File: src/rtl/xlat_pkg.sv
package xlat_pkg;

    localparam int VA_W    = 32;
    localparam int IDX1_W  = 10;
    localparam int IDX2_W  = 10;
    localparam int OFF_W   = 12;
    localparam int PFN_W   = 20;
    localparam int PTE_W   = 32;
    localparam int VPN_W   = IDX1_W + IDX2_W;
    localparam int PA_W    = PFN_W + OFF_W;
    localparam int PRES_B  = 0;
    localparam int WRIT_B  = 1;

    typedef struct packed {
        logic [VPN_W-1:0] vpn;
        logic [PFN_W-1:0] pfn;
        logic             present;
        logic             writable;
    } tlb_ent_t;

    typedef enum logic [1:0] {
        XF_NONE = 2'd0,
        XF_PAGE = 2'd1,
        XF_PROT = 2'd2
    } xfault_e;

    typedef enum logic [1:0] {
        ST_IDLE,
        ST_LOOK,
        ST_MASTER,
        ST_LEAF
    } walk_st_e;

    function automatic logic [PFN_W-1:0] pte_pfn(input logic [PTE_W-1:0] w);
        return w[PTE_W-1 -: PFN_W];
    endfunction

    function automatic logic pte_present(input logic [PTE_W-1:0] w);
        return w[PRES_B];
    endfunction

    function automatic logic pte_writable(input logic [PTE_W-1:0] w);
        return w[WRIT_B];
    endfunction

    // Table word address: frame of the table, index, word aligned.
    function automatic logic [PA_W-1:0] tbl_addr(input logic [PFN_W-1:0] base,
                                                 input logic [IDX1_W-1:0] idx);
        return {base, idx, 2'b00};
    endfunction

    function automatic xfault_e entry_fault(input tlb_ent_t e, input logic wr);
        if (!e.present)            return XF_PAGE;
        else if (wr && !e.writable) return XF_PROT;
        else                        return XF_NONE;
    endfunction

endpackage

File: src/rtl/xlat_tags.sv
module xlat_tags
    import xlat_pkg::*;
#(
    parameter int N_ENT = 8,
    localparam int SLOT_W = (N_ENT > 1) ? $clog2(N_ENT) : 1
) (
    input  logic             clk,
    input  logic             rst,
    input  logic [VPN_W-1:0] look_vpn,
    output logic             hit,
    output tlb_ent_t         hit_ent,
    input  logic             touch,
    input  logic             fill_en,
    input  tlb_ent_t         fill_ent,
    input  logic             inv_en,
    input  logic [VPN_W-1:0] inv_vpn,
    input  logic             flush
);

    tlb_ent_t            ent_q [N_ENT];
    logic [N_ENT-1:0]    live_q;
    logic [SLOT_W-1:0]   mru_q;
    logic [N_ENT-1:0]    match;
    logic [N_ENT-1:0]    inv_match;
    logic [SLOT_W-1:0]   hit_idx;
    logic [SLOT_W-1:0]   free_idx;
    logic [SLOT_W-1:0]   evict_idx;
    logic [SLOT_W-1:0]   fill_idx;
    logic                have_free;

    for (genvar gi = 0; gi < N_ENT; gi++) begin : g_cmp
        assign match[gi]     = live_q[gi] && (ent_q[gi].vpn == look_vpn);
        assign inv_match[gi] = live_q[gi] && (ent_q[gi].vpn == inv_vpn);
    end

    always_comb begin
        hit     = |match;
        hit_idx = '0;
        hit_ent = '0;
        for (int i = N_ENT - 1; i >= 0; i--) begin
            if (match[i]) begin
                hit_idx = SLOT_W'(i);
                hit_ent = ent_q[i];
            end
        end
    end

    always_comb begin
        have_free = ~&live_q;
        free_idx  = '0;
        evict_idx = '0;
        for (int i = N_ENT - 1; i >= 0; i--) begin
            if (!live_q[i])               free_idx  = SLOT_W'(i);
            if (SLOT_W'(i) != mru_q)      evict_idx = SLOT_W'(i);
        end
        fill_idx = have_free ? free_idx : evict_idx;
    end

    always_ff @(posedge clk) begin
        if (rst) begin
            live_q <= '0;
            mru_q  <= '0;
        end else begin
            if (flush) begin
                live_q <= '0;
            end else begin
                if (inv_en)  live_q           <= live_q & ~inv_match;
                if (fill_en) live_q[fill_idx] <= 1'b1;
            end
            if (touch && hit) mru_q <= hit_idx;
        end
    end

    always_ff @(posedge clk) begin
        if (fill_en) ent_q[fill_idx] <= fill_ent;
    end


    evict_not_mru_chk: assert property (@(posedge clk) disable iff (rst)
        (fill_en && !have_free) |-> (fill_idx != mru_q));


    flush_empties_chk: assert property (@(posedge clk) disable iff (rst)
        flush |=> (live_q == '0));


    inv_clears_chk: assert property (@(posedge clk) disable iff (rst)
        (inv_en && !fill_en) |=> ((live_q & $past(inv_match)) == '0));


    unique_hit_chk: assert property (@(posedge clk) disable iff (rst)
        $onehot0(match));

endmodule

File: src/rtl/xlat_ctrl.sv
module xlat_ctrl
    import xlat_pkg::*;
(
    input  logic             clk,
    input  logic             rst,
    input  logic [PFN_W-1:0] root_pfn,
    input  logic             req_valid,
    output logic             req_ready,
    input  logic [VA_W-1:0]  req_vaddr,
    input  logic             req_write,
    output logic             rsp_valid,
    output logic [PA_W-1:0]  rsp_paddr,
    output xfault_e          rsp_fault,
    output logic             mem_rd_req,
    output logic [PA_W-1:0]  mem_rd_addr,
    input  logic             mem_rd_ack,
    input  logic [PTE_W-1:0] mem_rd_data,
    input  logic             cmd_busy,
    output logic [VPN_W-1:0] look_vpn,
    input  logic             hit,
    input  tlb_ent_t         hit_ent,
    output logic             touch,
    output logic             fill_en,
    output tlb_ent_t         fill_ent
);

    walk_st_e         st_q;
    logic [VA_W-1:0]  va_q;
    logic             wr_q;
    logic [PFN_W-1:0] root_q;
    logic [PFN_W-1:0] leaf_base_q;
    logic             rsp_v_q;
    xfault_e          rsp_f_q;
    logic [PA_W-1:0]  rsp_pa_q;
    xfault_e          look_flt;
    logic [IDX1_W-1:0] idx1;
    logic [IDX2_W-1:0] idx2;

    assign idx1      = va_q[VA_W-1 -: IDX1_W];
    assign idx2      = va_q[OFF_W +: IDX2_W];
    assign look_vpn  = va_q[VA_W-1:OFF_W];
    assign look_flt  = entry_fault(hit_ent, wr_q);
    assign req_ready = (st_q == ST_IDLE) && !cmd_busy;
    assign touch     = (st_q == ST_LOOK);

    assign mem_rd_req  = (st_q == ST_MASTER) || (st_q == ST_LEAF);
    assign mem_rd_addr = (st_q == ST_LEAF) ? tbl_addr(leaf_base_q, idx2)
                                           : tbl_addr(root_q, idx1);

    assign fill_en           = (st_q == ST_LEAF) && mem_rd_ack;
    assign fill_ent.vpn      = look_vpn;
    assign fill_ent.pfn      = pte_pfn(mem_rd_data);
    assign fill_ent.present  = pte_present(mem_rd_data);
    assign fill_ent.writable = pte_writable(mem_rd_data);

    assign rsp_valid = rsp_v_q;
    assign rsp_fault = rsp_f_q;
    assign rsp_paddr = rsp_pa_q;

    always_ff @(posedge clk) begin
        if (rst) begin
            st_q        <= ST_IDLE;
            va_q        <= '0;
            wr_q        <= 1'b0;
            root_q      <= '0;
            leaf_base_q <= '0;
            rsp_v_q     <= 1'b0;
            rsp_f_q     <= XF_NONE;
            rsp_pa_q    <= '0;
        end else begin
            rsp_v_q <= 1'b0;
            case (st_q)
                ST_IDLE: begin
                    if (req_valid && req_ready) begin
                        va_q   <= req_vaddr;
                        wr_q   <= req_write;
                        root_q <= root_pfn;
                        st_q   <= ST_LOOK;
                    end
                end
                ST_LOOK: begin
                    if (hit) begin
                        rsp_v_q  <= 1'b1;
                        rsp_f_q  <= look_flt;
                        rsp_pa_q <= (look_flt == XF_NONE) ?
                                    {hit_ent.pfn, va_q[OFF_W-1:0]} : '0;
                        st_q     <= ST_IDLE;
                    end else begin
                        st_q     <= ST_MASTER;
                    end
                end
                ST_MASTER: begin
                    if (mem_rd_ack) begin
                        if (!pte_present(mem_rd_data)) begin
                            rsp_v_q  <= 1'b1;
                            rsp_f_q  <= XF_PAGE;
                            rsp_pa_q <= '0;
                            st_q     <= ST_IDLE;
                        end else begin
                            leaf_base_q <= pte_pfn(mem_rd_data);
                            st_q        <= ST_LEAF;
                        end
                    end
                end
                ST_LEAF: begin
                    if (mem_rd_ack) st_q <= ST_LOOK;
                end
                default: st_q <= ST_IDLE;
            endcase
        end
    end


    rd_hold_chk: assert property (@(posedge clk) disable iff (rst)
        (mem_rd_req && !mem_rd_ack) |=> (mem_rd_req && $stable(mem_rd_addr)));


    prot_only_write_chk: assert property (@(posedge clk) disable iff (rst)
        (rsp_valid && rsp_fault == XF_PROT) |-> wr_q);


    fault_no_addr_chk: assert property (@(posedge clk) disable iff (rst)
        (rsp_valid && rsp_fault != XF_NONE) |-> (rsp_paddr == '0));


    busy_no_ready_chk: assert property (@(posedge clk) disable iff (rst)
        (mem_rd_req || rsp_valid) |-> !$past(req_ready));

endmodule

File: src/rtl/xlat_cache.sv
module xlat_cache
    import xlat_pkg::*;
#(
    parameter int N_ENT = 8
) (
    input  logic             clk,
    input  logic             rst,
    input  logic [PFN_W-1:0] root_pfn,
    input  logic             req_valid,
    output logic             req_ready,
    input  logic [VA_W-1:0]  req_vaddr,
    input  logic             req_write,
    output logic             rsp_valid,
    output logic [PA_W-1:0]  rsp_paddr,
    output logic [1:0]       rsp_fault,
    output logic             mem_rd_req,
    output logic [PA_W-1:0]  mem_rd_addr,
    input  logic             mem_rd_ack,
    input  logic [PTE_W-1:0] mem_rd_data,
    input  logic             inv_valid,
    input  logic [VPN_W-1:0] inv_vpn,
    input  logic             flush
);

    logic [VPN_W-1:0] look_vpn;
    logic             hit;
    tlb_ent_t         hit_ent;
    logic             touch;
    logic             fill_en;
    tlb_ent_t         fill_ent;
    xfault_e          flt;

    assign rsp_fault = flt;

    xlat_ctrl u_ctrl (
        .clk         (clk),
        .rst         (rst),
        .root_pfn    (root_pfn),
        .req_valid   (req_valid),
        .req_ready   (req_ready),
        .req_vaddr   (req_vaddr),
        .req_write   (req_write),
        .rsp_valid   (rsp_valid),
        .rsp_paddr   (rsp_paddr),
        .rsp_fault   (flt),
        .mem_rd_req  (mem_rd_req),
        .mem_rd_addr (mem_rd_addr),
        .mem_rd_ack  (mem_rd_ack),
        .mem_rd_data (mem_rd_data),
        .cmd_busy    (inv_valid | flush),
        .look_vpn    (look_vpn),
        .hit         (hit),
        .hit_ent     (hit_ent),
        .touch       (touch),
        .fill_en     (fill_en),
        .fill_ent    (fill_ent)
    );

    xlat_tags #(.N_ENT(N_ENT)) u_tags (
        .clk      (clk),
        .rst      (rst),
        .look_vpn (look_vpn),
        .hit      (hit),
        .hit_ent  (hit_ent),
        .touch    (touch),
        .fill_en  (fill_en),
        .fill_ent (fill_ent),
        .inv_en   (inv_valid),
        .inv_vpn  (inv_vpn),
        .flush    (flush)
    );

endmodule

File: config.mk
export PLATFORM = sky130hd
export DESIGN_NAME = xlat_cache
export DESIGN_NICKNAME = d
export VERILOG_FILES = /design/src/rtl/xlat_pkg.sv /design/src/rtl/xlat_tags.sv /design/src/rtl/xlat_ctrl.sv /design/src/rtl/xlat_cache.sv
export SDC_FILE = /design/constraint.sdc
export NUM_CORES = 1
export LEC_CHECK = 0
export BUFFER_PORTS_ARGS = -buffer_cell sky130_fd_sc_hd__buf_2
export CELL_PAD_IN_SITES_DETAIL_PLACEMENT = 1
export CELL_PAD_IN_SITES_GLOBAL_PLACEMENT = 1
export CORE_MARGIN = 2
export CORE_UTILIZATION = 36
export DETAILED_ROUTE_END_ITERATION = 8
export PLACE_DENSITY_LB_ADDON = 0.1
export SYNTH_ARGS = -nofsm -noshare
export SYNTH_HDL_FRONTEND = slang
export SYNTH_SLANG_ARGS = --single-unit
File: constraint.sdc
create_clock -name clk -period 7 [get_ports clk]
set_input_delay 1.4 -clock clk [delete_from_list [all_inputs] [get_ports clk]]
set_output_delay 1.4 -clock clk [all_outputs]
set_load 0.05 [all_outputs]
# Word-level counts from Yosys, hierarchy flattened
# Memories as Yosys holds them, arrays and structs flattened.
# Cells that the tools add are included.
dict set report word_totals {
  ram_bits 336
  inputBits 111
  wordCells 147
  ff_bits 121
  mem_count 1
}
dict set report op_classes {
  n_bitwise 4
  n_lt_le_gt_ge 2
  n_mux 63
  n_eq_ne 31
  reduce_logical 36
}
# name words word_bits rd rd_ports_with_merged_regs write_ports line
set mem_list {}
lappend mem_list {u_tags.ent_q 8 42 8 0 1 xlat_tags.sv:20} ;# tlb_ent_t ent_q [N_ENT];
# cell n
set op_table {}
lappend op_table {{== test 20 bit} 16}
lappend op_table {{two-way mux 22 bit} 8}
lappend op_table {{two-way mux 32 bit} 5}
lappend op_table {{two-way mux 3 bit} 25}
lappend op_table {{case mux 32 bit (2 select lines)} 1}
lappend op_table {{two-way mux 8 bit} 4}
lappend op_table {{logical AND 1 bit} 22}
lappend op_table {{two-way mux 2 bit} 10}
lappend op_table {{!= test 3 bit (first input constant)} 4}
lappend op_table {{AND 8 bit} 1}
lappend op_table {{!= test 2 bit (second input constant)} 4}
lappend op_table {{NOT 8 bit} 1}
lappend op_table {{OR 8 bit} 1}
lappend op_table {{case mux 2 bit (4 select lines)} 1}
lappend op_table {{AND reduction 8 bit} 1}
lappend op_table {{OR reduction 8 bit} 1}
lappend op_table {{two-way mux 1 bit} 6}
lappend op_table {{!= test 2 x 3 -> 1 bit (first input constant)} 2}
lappend op_table {{AND reduction 3 bit} 2}
lappend op_table {{== test 2 bit (second input constant)} 2}
lappend op_table {{zero test 2 bit} 2}
lappend op_table {{less-than comparator 3 x 4 -> 1 bit (second input constant)} 1}
lappend op_table {{case mux 2 bit (2 select lines)} 1}
lappend op_table {{AND reduction 4 bit} 1}
lappend op_table {{13 further kinds} 14}

# Longest topological paths before layout
# An unclocked memory read counts as a cell.
dict set report depth {
  ltp_word 19
  mapped_depth 12
}

# Hierarchy
# A second synthesis with hierarchy kept.
dict set report hier_totals {
  hier_cells 1985
  area_unflattened_um2 23127.2
}
# module area_each_um2 seq_area_each_um2 n_inst cells_per_inst
set modules_own_cells {}
lappend modules_own_cells {xlat_tags 17808.3 10309.9 1 1381}
lappend modules_own_cells {xlat_ctrl 5312.6 2202.1 1 603}
lappend modules_own_cells {xlat_cache 6.3 0.0 1 1}

# Worst setup path after synthesis
# OpenSTA, ideal clock, no wires.
dict set report synth_timing {
  path_type {input port to output port}
  start {input port inv_valid}
  end {output port req_ready}
  t_arrival_ps 2844
  n_path_buf 1
  path_slack_ps 2756
  required_time_ps 5600
  path_stages 2
  cell_sequence {clkbuf_1 -> nor3b_1}
}
dict set report synth_via {
  elab_chain_cells 3
}
# item line
set synth_rtl {}
lappend synth_rtl {{start, declared} xlat_cache.sv:20} ;# input logic inv_valid,
lappend synth_rtl {{OR 1 bit} xlat_cache.sv:50} ;# .cmd_busy (inv_valid | flush),
lappend synth_rtl {{zero test 1 bit} xlat_ctrl.sv:43} ;# assign req_ready = (st_q == ST_IDLE) && !cmd_busy;
lappend synth_rtl {{logical AND 1 bit} xlat_ctrl.sv:43}
lappend synth_rtl {{end, declared} xlat_cache.sv:10} ;# output logic req_ready,
# Every way passes these cells.

# Worst setup path in the final report
dict set report layout_timing {
  start {register u_ctrl.va_q[20]}
  end {register u_ctrl.rsp_pa_q[16], in the netlist u_ctrl.rsp_paddr[16]}
}
dict set report layout_via {
  elab_chain_cells 18
}
# item line
set layout_rtl {}
lappend layout_rtl {{start, declared} xlat_ctrl.sv:28} ;# logic [VA_W-1:0] va_q;
lappend layout_rtl {{start signal, assigned} xlat_ctrl.sv:75} ;# va_q <= req_vaddr;
lappend layout_rtl {{== test 20 bit} xlat_tags.sv:32} ;# assign match[gi] = live_q[gi] && (ent_q[gi].vpn == look_vpn);
lappend layout_rtl {{logical AND 1 bit} xlat_tags.sv:32}
lappend layout_rtl {{two-way mux 22 bit (8 in a row)} xlat_tags.sv:41} ;# if (match[i]) begin
lappend layout_rtl {{zero test 1 bit} xlat_pkg.sv:54} ;# else if (wr && !e.writable) return XF_PROT;
lappend layout_rtl {{logical AND 1 bit} xlat_pkg.sv:54}
lappend layout_rtl {{two-way mux 2 bit} xlat_pkg.sv:54}
lappend layout_rtl {{two-way mux 2 bit} xlat_pkg.sv:53} ;# if (!e.present) return XF_PAGE;
lappend layout_rtl {{zero test 2 bit} xlat_ctrl.sv:85} ;# rsp_pa_q <= (look_flt == XF_NONE) ?
lappend layout_rtl {{two-way mux 32 bit} xlat_ctrl.sv:85}
lappend layout_rtl {{two-way mux 32 bit} xlat_ctrl.sv:82} ;# if (hit) begin
lappend layout_rtl {{case mux 32 bit (2 select lines)} xlat_ctrl.sv:72} ;# case (st_q)
lappend layout_rtl {{end signal, assigned} xlat_ctrl.sv:85}
lappend layout_rtl {{end, declared} xlat_ctrl.sv:34} ;# logic [PA_W-1:0] rsp_pa_q;
# Parallel ways exist; a longest one is shown, timed or not. The select of a mux whose other input is x is not followed.
# A chain may end at the register's enable or synchronous reset.

==> reports/qor.csv <==
metric,value,unit
status,"finished, final reports clean",
die-width,246,um
ctsResizeCount,0,
cts_max_path_buffers,3,
die-area,60700,sq um
tritoncts,done,
drt_iter0_markers,1127,
final_util,42.5,%
clk_pin_slew,60,ps
p_per_area,248,nW/um^2
grt_use_total,24.4,%
grt_pass1_wl,107000,um
switching_share,23.2,%
cts_max_level,2,
cp.required,7530,ps
syn-cell-area,21100,sq um
crit_start,u_ctrl.va_q[20],
die_height,246,um
hold_buffers,0,
clk_latency,610,ps
p_seq_share,48.2,%
fin_tns_setup,0,ps
grt_pass1_vias,15500,
clkPwrFrac,45.6,%
area_delta_synth_final,16.4,%
vias_per_cell,5.47,
grt_overflow,0,
synth_edf_count,336,
synth_ff_type,edfxtp_1,
hold_viol_final,0,
p_leak,8.32,nW
netlist.area_leader.share,47.7,%
root_buffer,clkbuf_16,
power_frac_comb,6.2,%
wl_per_cell,27.2,um
io_buffers,167,
initial_core_util,36.5,%
drtPass1Iterations,5,
layout_commonest_cell,edfxtp_1,
cts_setup_buffers,0,
rows,88,
cts_buffers,52,
fmax,224,MHz
maxCapViolCount,0,
p_int,0.00469,W
final_cell_mix,"336 x edfxtp_1, 229 x nand2_1, 202 x xnor2_1",
place.gp.congestion,0.839,
ys_seq_area_share,59.2,%
design.core.area,57900,sq um
antenna_found_initial,3,
dp_hpwl,47000,um
nets,2011,
drive_gt1_share,19.8,%
netlist-cell-type-count,73,
hold_path.class,register to register,
rr_startpoint,u_ctrl.va_q[20],
ant_nets,0,
placed_area,22900,sq um
crit_fanout,20,
skew,25.7,ps
criticalPathCategory,register to register,
fin_crit_sh,63.8,%
endpoint_kind,register,
finalCriticalPeriod,4470,ps
cts.sinks,457,
grt_max_degree,51,
remaining_drc_errors,0,
yosysWarnings,0,
ys_ff_latch,457,
avgSynthCellArea,12.2,sq um
vdd_drop_max,0.181,mV
postRouteWirelength,73600,um
synth_area_leaders,"edfxtp_1 48%, dfxtp_1 11%, xnor2_1 8.4%",
synthArstFlopShare,0,%
io_pins,180,
fin_total_pwr,0.00610,W
relSlewSlack,18.6,%
min_from,u_ctrl.va_q[1],
final_area,24600,sq um
cp-start-kind,register,
worstMarginPinSlew,1220,ps
vias,14800,
synth_area_leader_cell,edfxtp_1,
rsz0062_at_grt,no,
cp_data_arrival_time,5000,ps
switching_power,0.00142,W
synthCells,1736,
slew_viol_final,0,
finalSetupViolCount,0,
final cells by class:
class                   instances  area (sq um)
fillers                      6127         33300
flip-flops and latches        457         12500
multi-input cells            1139          8080
clock buffers                  75          1490
repair buffers                220          1240
well taps                     765           957
clock inverters                22           236
inverters                      26          97.6
diodes                          2          5.00
final timing paths:
path                            slack, ps                   end  cells past startpoint
worst min register to register        450   u_ctrl.rsp_paddr[1]                      2
worst max-delay path                 2530  u_ctrl.rsp_paddr[16]                      8
worst max register to register       2530  u_ctrl.rsp_paddr[16]                      8
worst min-delay path                  450   u_ctrl.rsp_paddr[1]                      2
registers in the layout, summed over array words and instances (netlist names), 2 cells and up:
| register | cells |
|---|---|
| u_ctrl.rsp_paddr | 32 |
| u_tags.mru_q | 3 |
| u_ctrl.rsp_fault | 2 |
| u_ctrl.st_q | 2 |
| u_tags.ent_q | 336 |
| u_tags.live_q | 8 |
| u_ctrl.va_q | 32 |
| u_ctrl.root_q | 20 |
| u_ctrl.leaf_base_q | 20 |
synth_stat cells (4+ instances only):
cell type / instances
a21oi_1: 82
and2_1: 6
and3_1: 31
and4_1: 7
buf_2: 19
buf_4: 5
buf_6: 10
clkbuf_1: 78
dfxtp_1: 121
edfxtp_1: 336
ha_1: 4
inv_1: 26
mux2_2: 30
mux2i_1: 21
nand2_1: 230
nand3_1: 62
nand4_1: 59
nor2_1: 28
nor2b_1: 5
nor3_1: 12
nor4_1: 43
o2111ai_1: 21
o21ai_0: 24
o21ai_1: 4
o221ai_1: 20
o2bb2ai_2: 30
o311a_1: 20
or4_1: 4
or4b_1: 6
xnor2_1: 202
xor2_1: 118
worst max-delay path, stage by stage (launching register included):
cell and delay [ps]:
dfxtp_1 1120, xor2_1 210, nor4_1 850, nand2_1 190, a2111oi_0 470, o311ai_1 260
a21oi_4 790, nand3_1 290, o2bb2ai_2 200
metrics by stage:
stage	hold slack (ps)	instances	worst slack [ps]
CTS	451	2704	2500
floorplan	423	1737	2760
global route	463	2706	2280
finish	449	2706	2530
detailed placement	441	2607	2540
global placement	431	2607	2560
power by group through the flow:
stage          registers (W)  clock network (W)  logic [W]
2_1_floorplan        0.00299                  0   0.000230
6_report             0.00294            0.00278   0.000379
3_5_place_dp         0.00300                  0   0.000379
3_3_place_gp         0.00300                  0   0.000377
4_1_cts              0.00294            0.00283   0.000382
5_1_grt              0.00294            0.00295   0.000404
kinds of logic after synthesis:
kind of cell | count (synthesis) | share of synthesized area, %
simple gates | 520 | 12.4
flops | 457 | 59.2
xor+xnor | 320 | 13.3
compound gates | 242 | 9.21
buf+inv | 141 | 3.11
mux | 51 | 2.59
fa+ha+maj | 4 | 0.237
other cells | 1 | 0.0177
per-layer routing:
metal  track usage [%]  part of all wire (%)
met3              4.12                   5.7
met5              1.31                  0.14
met2              39.1                    46
met1              33.4                    45
met4              7.87                   2.9
(Power assumes the default switching activity.)
